<file path="config.mk">
export PLATFORM = sky130hd
export DESIGN_NAME = rtc_sync_core
export DESIGN_NICKNAME = d
export VERILOG_FILES = /design/src/rtl/rtc_sync_core.sv
export SDC_FILE = /design/constraint.sdc
export NUM_CORES = 1
export LEC_CHECK = 0
export BUFFER_PORTS_ARGS = -buffer_cell sky130_fd_sc_hd__buf_2
export CORE_MARGIN = 5
export CORE_UTILIZATION = 55
export DETAILED_ROUTE_END_ITERATION = 8
export GPL_TIMING_DRIVEN = 0
export PLACE_DENSITY = 0.83
export SYNTH_ARGS = -nofsm -noshare
export SYNTH_HDL_FRONTEND = slang
export SYNTH_SLANG_ARGS = --single-unit
</file>
<file path="constraint.sdc">
create_clock -name clk -period 4.9 [get_ports clk]
set_input_delay 0.245 -clock clk [delete_from_list [all_inputs] [get_ports clk]]
set_output_delay 0.245 -clock clk [all_outputs]
set_load 0.02 [all_outputs]
</file>
<file path="src/rtl/rtc_sync_core.sv">
module rtc_sync_core #(
  parameter int TW         = 32,
  parameter int XFER_TICKS = 2
) (
  input  logic          clk,
  input  logic          rst_n,
  input  logic          tick,
  input  logic          wr_en,
  input  logic [2:0]    addr,
  input  logic [TW-1:0] wdata,
  output logic [TW-1:0] rdata,
  output logic          irq
);
  localparam int CW = $clog2(XFER_TICKS) + 1;
  localparam logic [CW-1:0] LAST = CW'(XFER_TICKS - 1);

  logic [TW-1:0] time_q, alarm_q, ld_val, al_val;
  logic          raw_q, mask_q, mk_val;
  logic [3:0]    req_t, ack_t, busy, wr_op, done;
  logic [CW-1:0] cnt [4];

  assign wr_op[0] = wr_en && addr == 3'd2;
  assign wr_op[1] = wr_en && addr == 3'd1;
  assign wr_op[2] = wr_en && addr == 3'd4 && wdata[0];
  assign wr_op[3] = wr_en && addr == 3'd3;
  assign busy     = req_t ^ ack_t;

  for (genvar i = 0; i < 4; i++) begin : g_xfer
    assign done[i] = tick && busy[i] && !wr_op[i] && cnt[i] == LAST;
    always_ff @(posedge clk) begin
      if (!rst_n) begin
        req_t[i] <= 1'b0;
        ack_t[i] <= 1'b0;
        cnt[i]   <= '0;
      end else if (wr_op[i]) begin
        req_t[i] <= req_t[i] ^ ~busy[i];
        cnt[i]   <= '0;
      end else if (tick && busy[i]) begin
        if (cnt[i] == LAST) begin
          ack_t[i] <= ~ack_t[i];
          cnt[i]   <= '0;
        end else begin
          cnt[i] <= cnt[i] + 1'b1;
        end
      end
    end
  end

  always_ff @(posedge clk) begin
    if (!rst_n) begin
      ld_val <= '0;
      al_val <= '0;
      mk_val <= 1'b0;
    end else begin
      if (wr_op[0]) ld_val <= wdata;
      if (wr_op[1]) al_val <= wdata;
      if (wr_op[3]) mk_val <= wdata[0];
    end
  end

  always_ff @(posedge clk) begin
    if (!rst_n) begin
      time_q  <= '0;
      alarm_q <= '1;
      mask_q  <= 1'b0;
      raw_q   <= 1'b0;
    end else begin
      if (done[0])   time_q <= ld_val;
      else if (tick) time_q <= time_q + 1'b1;
      if (done[1]) alarm_q <= al_val;
      if (done[3]) mask_q  <= mk_val;
      if (tick && !done[0] && time_q == alarm_q) raw_q <= 1'b1;
      else if (done[2])                          raw_q <= 1'b0;
    end
  end

  assign irq = raw_q & mask_q;

  always_comb begin
    case (addr)
      3'd0:    rdata = time_q;
      3'd1:    rdata = alarm_q;
      3'd2:    rdata = ld_val;
      3'd3:    rdata = {{(TW-1){1'b0}}, mask_q};
      3'd4:    rdata = {{(TW-1){1'b0}}, irq};
      3'd5:    rdata = {{(TW-4){1'b0}}, busy};
      3'd6:    rdata = {{(TW-1){1'b0}}, raw_q};
      default: rdata = '0;
    endcase
  end
endmodule

</file>
==> flow_metrics.py <==
metrics = {
    "timing": {
        "maxSlewHeadroom_pct": 29.0,
        "rsz0062_at_grt": "no",
        "skew_ns": 0.00951,
        "max_freq_mhz": 375,
        "slew_violations": 0,
        "finalCriticalPeriod_ns": 2.67,
        "tightest_slew_ns": 1.06,
        "fin_setup_tns_ns": 0,
        "final-setup-viol-count": 0,
        "finalHoldViolCount": 0,
        "period_share_pct": 54.4,
    },
    "setup_path": {
        "critical_path_arrival_ns": 2.94,
        "slowest_stage": "clkbuf_1",
        "endpoint": "time_q[7]",
        "critPathMaxFanout": 10,
        "rr_worst_depth": 9,
        "r2r-start": "cnt[0][1]",
        "criticalPathCategory": "reg2reg",
        "worstPathRequired_ns": 5.17,
        "cp_cell_sequence": "inv_1 -> ha_1 -> nand2_1 -> nor3_1 -> clkbuf_1 -> clkbuf_1 -> o21ai_0 -> nand2_1 -> a21oi_1",
        "start_kind": "flip-flop",
        "r2r-end": "time_q[7]",
        "rrSetupSlack_ns": 2.23,
        "end_kind": "flip-flop",
        "max_stage_delay_ns": 0.68,
        "crit_start": "cnt[0][1]",
    },
    "route": {
        "wl_met2_um": 11400,
        "drc": 0,
        "dr_wl_met3_um": 2670,
        "vias": 7730,
        "dr.pass1.iters": 7,
        "drtIter0Drc": 851,
        "antenna_left": 0,
        "wl_met1_um": 10500,
        "top_layer_used": "met4",
        "routedWlPerCell_um": 20.0,
        "wirelength_um": 25400,
        "via_per_inst": 6.09,
    },
    "clock_tree": {
        "ctsHoldBuffers": 0,
        "clockRootBuffer": "clkbuf_16",
        "clk_pin_slew_ns": 0.06,
        "cts_tree": "done",
        "cts_setup_buffers": 0,
        "cts_made_buffers": 17,
        "clk_latency_ns": 0.43,
        "cts_htree_levels": 4,
        "cts_sinks": 147,
        "post_cts_resized": 0,
        "cts_buffer_depth": 2,
    },
    "die": {
        "start_util_pct": 56.2,
        "die_h_um": 127,
        "die_w_um": 127,
        "core_sq_um": 13300,
        "ios": 72,
        "dieArea_sq_um": 16000,
        "rows": 42,
    },
    "yosys": {
        "synth_top_area_share_pct": 37.2,
        "avgSynthCellArea_sq_um": 7.55,
        "synthArstFlopShare_pct": 0,
        "yosys_register_bits": 147,
        "synth-seq-area-share_pct": 40.4,
        "synth_cells": 990,
        "synth_area_sq_um": 7480,
        "synth_edf_count": 8,
        "synth_cell_types": 57,
        "synth_common_cells": "nand2_1, dfxtp_1, a21oi_1",
        "synthesis.nets": 1034,
        "yosys_warnings": 0,
        "synth_area_leaders": "dfxtp_1, nand2_1, a21oi_1, mux2i_1, nor2_1",
        "ys.flop_type": "dfxtp_1",
        "yosysMostFrequentCell": "nand2_1",
        "synth_top_area_cell": "dfxtp_1",
    },
    "power": {
        "power_leakage_nw": 3.37,
        "p_clk_share_pct": 49.3,
        "power_frac_seq_pct": 42.9,
        "switchingPower_uw": 679,
        "comb_power_share_pct": 7.8,
        "power.internal_mw": 2.21,
        "p_per_area_nw_per_um2": 332,
        "switching_share_pct": 23.5,
        "vdd_ir_drop_max_v": 0.000417,
    },
    "hold_path": {
        "whs_path_depth": 3,
        "hp-class": "in2reg",
    },
    "cells_and_area": {
        "final_cells": 1269,
        "area_delta_synth_final_pct": 16.4,
        "final_layout_size_suffix_gt1_share_pct": 11.4,
        "nets": 1123,
    },
    "place": {
        "dp_hpwl_um": 18100,
        "buffer_ports.inserted": 70,
        "place_inst": 1236,
        "globalplace.congestion": 1.00,
    },
    "global_route": {
        "grt_max_degree": 17,
        "antenna_found_initial": 0,
        "grt_pass1_vias": 7062,
        "grt_first_pass_wirelength_um": 38800,
        "globalRoute.totalOverflow": 0,
        "grt_usage_pct": 31.1,
    },
    "job": {
        "maxCapViolCount": 0,
    },
    "status": {
        "status": "complete, no violations",
    },
}
per-stage QoR:
step                setup slack [ns]  power, mW  area [sq um]  util, %  hold WS, ns
finish                          2.23       2.89          8710     65.5       0.0589
global route                    2.06       2.97          8700     65.5       0.0576
CTS                             2.35       2.88          8700     65.5       0.0556
detailed placement              2.21       1.48          8060     60.6        0.447
global placement                1.32       1.48          8050     60.5        0.443
floorplan                       2.81       1.39          7480        -        0.381
layout by cell type (no fill, tap or decap), drive strengths merged, types with 19 or more instances in the layout:
| cell type | count |
|---|---|
| nor3 | 23 |
| nand2 | 225 |
| dfxtp | 139 |
| buf | 86 |
| nand4 | 19 |
| nand3 | 56 |
| o21ai | 27 |
| nor2 | 83 |
| mux2i | 40 |
| clkbuf | 90 |
| a21oi | 118 |
| xnor2 | 20 |
| xor2 | 21 |
area by class of cell:
cell class | count | area (sq um)
Sequential cell | 147 | 3020
Clock buffer | 23 | 499
Clock inverter | 9 | 146
Tap cell | 176 | 220
Buffer | 83 | 327
Timing Repair Buffer | 70 | 350
Antenna cell | 1 | 2.50
Multi-Input combinational cell | 750 | 4100
Fill cell | 1159 | 4590
Inverter | 10 | 37.5
power by group through the flow:
stage	clock network, mW	logic [mW]	registers [mW]
after global placement	0	0.215	1.27
after floorplan	0	0.132	1.26
after CTS	1.42	0.219	1.24
after detailed placement	0	0.218	1.27
final	1.43	0.225	1.24
after global routing	1.49	0.241	1.24
flip-flops by register name (all words and copies together), names as in the netlist:
signal,count
al_val,32
alarm_q,32
ld_val,32
time_q,32
cnt,8
ack_t,4
req_t,4
mask_q,1
mk_val,1
raw_q,1
per-layer routing:
metal	up-vias	GRT usage, %
met4	0	13.8
met3	78	8.79
met2	441	47.7
li1	3609	-
met1	3602	40.9
met5	-	0
logic make-up after synthesis:
group,share of synthesized area [%]
simple gates,29.2
fa+ha+maj,0.837
mux,5.50
compound gates,14.4
flops,40.4
xor+xnor,4.80
buf+inv,4.87
worst max-delay path: cells and delay by family, from the launching register on:
kind | cells | cell delay [ns]
AO/OA/AOI/OAI | 2 | 0.28
adder cells (fa/ha/maj) | 1 | 0.22
buffers and inverters | 3 | 1.20
flip-flops | 1 | 0.36
AND/OR/NAND/NOR | 3 | 0.45
worst min path at each step:
stage / from / endpoint
finish: wdata[21] / ld_val[21]
global route: wdata[5] / ld_val[5]
CTS: wdata[23] / al_val[23]
detailed placement: al_val[30] / al_val[30]
global placement: al_val[18] / al_val[18]
floorplan: wdata[0] / al_val[0]
Note: power is estimated with default switching activity, not from simulation.
